==> src/rtl/acache_pkg.sv <==
package acache_pkg;
  typedef enum logic [1:0] {
    ST_IDLE  = 2'd0,
    ST_FETCH = 2'd1,
    ST_WRITE = 2'd2,
    ST_DONE  = 2'd3
  } acc_state_e;
endpackage

==> src/rtl/acache_match.sv <==
module acache_match #(
  parameter int SLOTS  = 4,
  parameter int ADDR_W = 8,
  localparam int IDX_W = (SLOTS > 1) ? $clog2(SLOTS) : 1
) (
  input  logic [SLOTS-1:0]             valid,
  input  logic [SLOTS-1:0][ADDR_W-1:0] tags,
  input  logic [ADDR_W-1:0]            addr,
  output logic [SLOTS-1:0]             hit_vec,
  output logic                         any_hit,
  output logic [IDX_W-1:0]             hit_idx
);
  for (genvar g = 0; g < SLOTS; g++) begin : g_cmp
    assign hit_vec[g] = valid[g] && (tags[g] == addr);
  end

  assign any_hit = |hit_vec;

  always_comb begin
    hit_idx = '0;
    for (int i = 0; i < SLOTS; i++) begin
      if (hit_vec[i]) hit_idx = IDX_W'(i);
    end
  end
endmodule

==> src/rtl/acache_victim.sv <==
module acache_victim #(
  parameter int SLOTS   = 4,
  parameter int STAMP_W = 16,
  localparam int IDX_W  = (SLOTS > 1) ? $clog2(SLOTS) : 1
) (
  input  logic [SLOTS-1:0]              valid,
  input  logic [SLOTS-1:0][STAMP_W-1:0] stamps,
  output logic [IDX_W-1:0]              vic_idx
);
  logic              found_empty;
  logic [STAMP_W-1:0] oldest;

  always_comb begin
    found_empty = 1'b0;
    vic_idx     = '0;
    oldest      = stamps[0];
    for (int i = 0; i < SLOTS; i++) begin
      if (!valid[i] && !found_empty) begin
        found_empty = 1'b1;
        vic_idx     = IDX_W'(i);
      end
    end
    if (!found_empty) begin
      for (int i = 1; i < SLOTS; i++) begin
        if (stamps[i] < oldest) begin
          oldest  = stamps[i];
          vic_idx = IDX_W'(i);
        end
      end
    end
  end
endmodule

==> src/rtl/acache_ctrl.sv <==
module acache_ctrl
  import acache_pkg::*;
(
  input  logic       clk,
  input  logic       rst_n,
  input  logic       req_valid,
  input  logic       req_write,
  input  logic       any_hit,
  input  logic       mem_ready,
  output acc_state_e state_q,
  output logic       accept,
  output logic       commit
);
  acc_state_e state_d;

  always_comb begin
    state_d = state_q;
    accept  = 1'b0;
    commit  = 1'b0;
    unique case (state_q)
      ST_IDLE: begin
        if (req_valid) begin
          accept = 1'b1;
          if (req_write) begin
            state_d = ST_WRITE;
          end else if (any_hit) begin
            commit  = 1'b1;
            state_d = ST_DONE;
          end else begin
            state_d = ST_FETCH;
          end
        end
      end
      ST_FETCH, ST_WRITE: begin
        if (mem_ready) begin
          commit  = 1'b1;
          state_d = ST_DONE;
        end
      end
      ST_DONE: state_d = ST_IDLE;
      default: state_d = ST_IDLE;
    endcase
  end

  always_ff @(posedge clk or negedge rst_n) begin
    if (!rst_n) state_q <= ST_IDLE;
    else        state_q <= state_d;
  end
endmodule

==> src/rtl/assoc_byte_cache.sv <==
module assoc_byte_cache
  import acache_pkg::*;
#(
  parameter int ADDR_W  = 8,
  parameter int DATA_W  = 8,
  parameter int SLOTS   = 4,
  parameter int STAMP_W = 16,
  parameter int CNT_W   = 16
) (
  input  logic              clk,
  input  logic              rst_n,
  input  logic              req_valid,
  input  logic              req_write,
  input  logic [ADDR_W-1:0] req_addr,
  input  logic [DATA_W-1:0] req_wdata,
  output logic              rsp_done,
  output logic [DATA_W-1:0] rsp_rdata,
  output logic              rsp_hit,
  output logic              mem_req,
  output logic              mem_write,
  output logic [ADDR_W-1:0] mem_addr,
  output logic [DATA_W-1:0] mem_wdata,
  input  logic              mem_ready,
  input  logic [DATA_W-1:0] mem_rdata,
  output logic [CNT_W-1:0]  hit_count,
  output logic [CNT_W-1:0]  miss_count
);
  localparam int IDX_W = (SLOTS > 1) ? $clog2(SLOTS) : 1;

  acc_state_e state_q;
  logic       accept, commit;

  logic [SLOTS-1:0]              vld_q, vld_d;
  logic [SLOTS-1:0][ADDR_W-1:0]  tag_q, tag_d;
  logic [SLOTS-1:0][DATA_W-1:0]  dat_q, dat_d;
  logic [SLOTS-1:0][STAMP_W-1:0] stm_q, stm_d;
  logic [STAMP_W-1:0]            clk_cnt_q, clk_cnt_d;
  logic [CNT_W-1:0]              hit_cnt_q, hit_cnt_d, miss_cnt_q, miss_cnt_d;

  logic [ADDR_W-1:0] addr_q;
  logic [DATA_W-1:0] wdata_q, rdata_q, rdata_d;
  logic [IDX_W-1:0]  tgt_q;
  logic              hit_q;

  logic              in_idle;
  logic [ADDR_W-1:0] look_addr;
  logic [SLOTS-1:0]  hit_vec;
  logic              any_hit;
  logic [IDX_W-1:0]  hit_idx, vic_idx, tgt_sel;
  logic              hit_sel;
  logic [DATA_W-1:0] fill_data;

  acache_ctrl u_ctrl (
    .clk, .rst_n, .req_valid, .req_write, .any_hit, .mem_ready,
    .state_q, .accept, .commit
  );

  acache_match #(.SLOTS(SLOTS), .ADDR_W(ADDR_W)) u_match (
    .valid(vld_q), .tags(tag_q), .addr(look_addr),
    .hit_vec, .any_hit, .hit_idx
  );

  acache_victim #(.SLOTS(SLOTS), .STAMP_W(STAMP_W)) u_victim (
    .valid(vld_q), .stamps(stm_q), .vic_idx
  );

  assign in_idle   = (state_q == ST_IDLE);
  assign look_addr = in_idle ? req_addr : addr_q;
  assign tgt_sel   = in_idle ? (any_hit ? hit_idx : vic_idx) : tgt_q;
  assign hit_sel   = in_idle ? any_hit : hit_q;

  always_comb begin
    unique case (state_q)
      ST_WRITE: fill_data = wdata_q;
      ST_FETCH: fill_data = mem_rdata;
      default:  fill_data = dat_q[tgt_sel];
    endcase
  end

  // next-state of the entry store and counters, applied on commit
  always_comb begin
    vld_d      = vld_q;
    tag_d      = tag_q;
    dat_d      = dat_q;
    stm_d      = stm_q;
    clk_cnt_d  = clk_cnt_q + STAMP_W'(1);
    vld_d[tgt_sel] = 1'b1;
    tag_d[tgt_sel] = look_addr;
    dat_d[tgt_sel] = fill_data;
    stm_d[tgt_sel] = clk_cnt_d;
    hit_cnt_d  = hit_cnt_q  + CNT_W'(hit_sel);
    miss_cnt_d = miss_cnt_q + CNT_W'(!hit_sel);
    rdata_d    = in_idle ? dat_q[hit_idx] : fill_data;
  end

  always_ff @(posedge clk or negedge rst_n) begin
    if (!rst_n) begin
      vld_q      <= '0;
      tag_q      <= '0;
      dat_q      <= '0;
      stm_q      <= '0;
      clk_cnt_q  <= '0;
      hit_cnt_q  <= '0;
      miss_cnt_q <= '0;
      addr_q     <= '0;
      wdata_q    <= '0;
      tgt_q      <= '0;
      hit_q      <= 1'b0;
      rdata_q    <= '0;
    end else begin
      if (accept) begin
        addr_q  <= req_addr;
        wdata_q <= req_wdata;
        tgt_q   <= tgt_sel;
        hit_q   <= any_hit;
      end
      if (commit) begin
        vld_q      <= vld_d;
        tag_q      <= tag_d;
        dat_q      <= dat_d;
        stm_q      <= stm_d;
        clk_cnt_q  <= clk_cnt_d;
        hit_cnt_q  <= hit_cnt_d;
        miss_cnt_q <= miss_cnt_d;
      end
      if (accept || commit) rdata_q <= rdata_d;
    end
  end

  assign mem_req    = (state_q == ST_FETCH) || (state_q == ST_WRITE);
  assign mem_write  = (state_q == ST_WRITE);
  assign mem_addr   = addr_q;
  assign mem_wdata  = wdata_q;
  assign rsp_done   = (state_q == ST_DONE);
  assign rsp_rdata  = rdata_q;
  assign rsp_hit    = hit_q;
  assign hit_count  = hit_cnt_q;
  assign miss_count = miss_cnt_q;
endmodule

==> config.mk <==
export PLATFORM = sky130hd
export DESIGN_NAME = assoc_byte_cache
export DESIGN_NICKNAME = d
export VERILOG_FILES = /design/src/rtl/acache_pkg.sv /design/src/rtl/acache_match.sv /design/src/rtl/acache_victim.sv /design/src/rtl/acache_ctrl.sv /design/src/rtl/assoc_byte_cache.sv
export SDC_FILE = /design/constraint.sdc
export NUM_CORES = 1
export LEC_CHECK = 0
export BUFFER_PORTS_ARGS = -buffer_cell sky130_fd_sc_hd__buf_2
export CORE_MARGIN = 3
export CORE_UTILIZATION = 40
export DETAILED_ROUTE_END_ITERATION = 16
export SYNTH_ARGS = -nofsm -noshare
export SYNTH_HDL_FRONTEND = slang
export SYNTH_SLANG_ARGS = --single-unit
export TNS_END_PERCENT = 30
==> constraint.sdc <==
create_clock -name clk -period 13.4 [get_ports clk]
set_input_delay 2.68 -clock clk [delete_from_list [all_inputs] [get_ports clk]]
set_output_delay 2.68 -clock clk [all_outputs]
set_load 0.005 [all_outputs]
==> key figures <==
Status
  – Outcome: completed

CTS
  – Hold-fix buffers at CTS: 0
  – Postcts setup bufs: 0
  – Clock transition at the registers of the reported paths: 0.06 ns
  – CTS buffer count: 24
  – Htree depth: 1
  – Clock buffer depth: 3
  – TritonCTS clock tree: yes
  – Cell at the root of the clock tree: clkbuf_16
  – Resized cells post-CTS: 0
  – Clock latency on the worst-skew pair: 0.52 ns
  – CTS Sinks: 209

Floorplan
  – Die area: 0.0300 mm²
  – DIE WIDTH: 173 µm
  – Die height: 173 µm
  – I/O pins: 89
  – Row cnt: 60
  – Core footprint: 0.0272 mm²
  – Starting Density: 41.1%

Final layout
  – Synth-to-layout area growth: 13.3%
  – Final-stage net count: 1,282
  – Layout cells sized above 1: 17.9%
  – Ant diodes: 0

Timing
  – Slew @ Worst Pin: 1.19 ns
  – # setup viols final: 0
  – Skew final: 0.0129 ns
  – RSZ-0062 raised after global routing: no
  – Total negative slack: 0 ns
  – Worst rel slew slack: 20.7%
  – Max Clock Freq: 104 MHz
  – Fin. Hold Viols: 0
  – Final Max Slew Viols: 0
  – Final Cycle Share: 71.7%
  – Final worst setup slack: 3.80 ns
  – Tmin final: 9.60 ns

Drt
  – Routed Antenna Nets: 0
  – Via Count: 8,207
  – Initial drt markers: 574
  – Via density: 5.18
  – First-pass DRT Iterations: 4
  – # DRC: 0
  – Routed WL: 25.2 mm
  – WL/cell: 15.9 µm

Flow run
  – Max Cap Viol: 0

Placed design
  – Post-place setup slack: 3.88 ns
  – Routability Congestion: 0.895
  – Detailed Place HPWL: 17.5 mm
  – Port Buf Inserts: 88

Yosys
  – Synthesized Nets: 1,213
  – Post-Synthesis Cell Area: 0.0112 mm²
  – Async SR Flop Fraction: 100%
  – Top cells by area, synth: dfrtp_1 (47%), a21oi_1 (8.1%), ha_1 (6.1%)
  – Biggest area consumer among synthesized cells: dfrtp_1
  – Register bit total from synthesis: 209
  – Ys Warns: 0
  – Number of enable flip-flop cells after synthesis: 0
  – Synth top area share: 46.8%
  – Seq/Total Area, Yosys: 46.8%
  – Most common flop cell mapped by yosys: dfrtp_1
  – Unique cell type count in the Yosys netlist: 57
  – Avg Inst Size Synth: 9.88 µm²
  – Cells after synthesis: 1,130

Worst setup path
  – Startpoint Class: flop
  – WP data arrival: 10.00 ns
  – Cell count of the worst reg-to-reg path: 25
  – FF-to-FF Start: stm_q[14]
  – CP Capture Type: flop
  – CP Launch Point: stm_q[14]
  – Setup CP Type: flop to flop
  – Crit Path Max Fanout: 56
  – WP data required: 13.80 ns

Global routing
  – Total GRT Usage: 17.0%
  – GR Overflow Total: 0
  – Vias in the first global route: 8,397
  – Initial antenna violation count: 0
  – Global-route wire length before repair: 43.1 mm
  – Largest net degree at the start of global routing: 89

Min path
  – Min-Delay Path Depth: 1
  – Hold path startpoint: miss_count[15]
  – Min-Delay Path Class: flop to flop
==> through the flow <==
stage | hold WS, ns | std cells | cell area [µm²] | utilization (%)
2_1_floorplan | 0.455 | 1130 | 11200 | -
3_3_place_gp | 0.455 | 1545 | 11900 | 43.7
3_5_place_dp | 0.459 | 1545 | 11900 | 43.7
4_1_cts | 0.470 | 1584 | 12700 | 46.6
5_1_grt | 0.495 | 1584 | 12700 | 46.6
6_report | 0.465 | 1584 | 12700 | 46.6
==> Yosys cell counts, types with 10 or more instances <==
cell type,number
nand2_1,81
inv_1,35
a21oi_1,181
and3_1,17
ha_1,54
nor3_1,10
mux2_2,60
dfrtp_1,209
xor2_1,21
xnor2_1,68
clkbuf_1,19
nand3_1,24
buf_2,19
mux2i_1,13
o21ai_0,17
nor2_1,163
nand4_1,19
==> sequential cells by signal (all words and copies together) (netlist names) <==
| signal | count |
|---|---|
| tgt_q | 2 |
| vld_q | 4 |
| clk_cnt_q | 16 |
| miss_count | 16 |
| hit_count | 16 |
| rsp_rdata | 8 |
| mem_wdata | 8 |
| mem_addr | 8 |
| rsp_hit | 1 |
| u_ctrl.state_q | 2 |
| dat_q | 32 |
| tag_q | 32 |
| stm_q | 64 |
==> final timing paths <==
check	slack, ns	end
worst max-delay path	3.80	dat_q[2]
worst min-delay path	0.47	miss_count[15]
worst max register to register	3.80	dat_q[2]
worst min register to register	0.47	miss_count[15]
max in group asynchronous	9.20	stm_q[35]
min in group asynchronous	2.14	hit_count[7]
==> metal layers <==
metal	global-route usage [%]	wire length, µm	up-vias
met3	2.42	847	37
met1	23.5	12100	3951
met4	4.32	619	0
li1	-	-	4072
met2	28.2	11600	147
met5	0	0	-
==> area by class of cell <==
type,instances,area [µm²]
Sequential cell,209,5230
Inverter,35,131
Clock inverter,7,95.1
Multi-Input combinational cell,832,5540
Timing Repair Buffer,97,518
Clock buffer,32,672
Fill cell,2622,14500
Tap cell,372,465
==> cells in the final DEF (no fill, tap or decap), drive strengths merged, types with 4 or more instances in the layout <==
cell type / n
dfrtp: 209
a21oi: 181
nor2: 164
buf: 97
nand2: 81
xnor2: 68
mux2: 60
ha: 54
inv: 37
clkbuf: 32
nand3: 25
mux2i: 22
xor2: 21
nand4: 19
o21ai: 17
and3: 17
nor3: 12
a211o: 8
a22oi: 8
o31ai: 8
a211oi: 6
nor4: 6
and2: 5
a31oi: 5
nand2b: 4
a311o: 4
or2: 4
nor2b: 4
==> cells by family (layout without fill, tap and decap cells) <==
family          count (synthesis)  in the layout  synth area share [%]
compound gates                258            258                  13.2
xor+xnor                       89             89                  6.98
fa+ha+maj                      54             54                  6.05
buf+inv                        89            171                  3.78
flops                         209            209                  46.8
mux                            82             82                  8.95
simple gates                  349            349                  14.2
==> critical path: stages (launching register included) <==
cell       delay (ns)
dfrtp_1          0.34
inv_1            0.05
ha_1             0.31
nand4_1          0.20
o21bai_1         0.13
a211oi_1         0.47
and2_1           0.98
a21oi_1          0.23
ha_1             0.37
a211oi_1         0.24
o211ai_1         0.15
and2_1           0.23
a2111oi_0        0.54
a311o_1          1.01
a21oi_1          0.20
ha_1             0.41
nand4_1          0.10
and3_1           0.18
o21ai_0          0.17
o21a_1           0.18
o2111ai_1        0.14
a211oi_1         0.24
a31oi_1          0.20
mux2i_2          0.87
and2_2           1.08
mux2_2           0.42
Power is left out: the tool's default activity adds up to more than one toggle a clock period on the data nets, which glitch-free logic cannot reach.
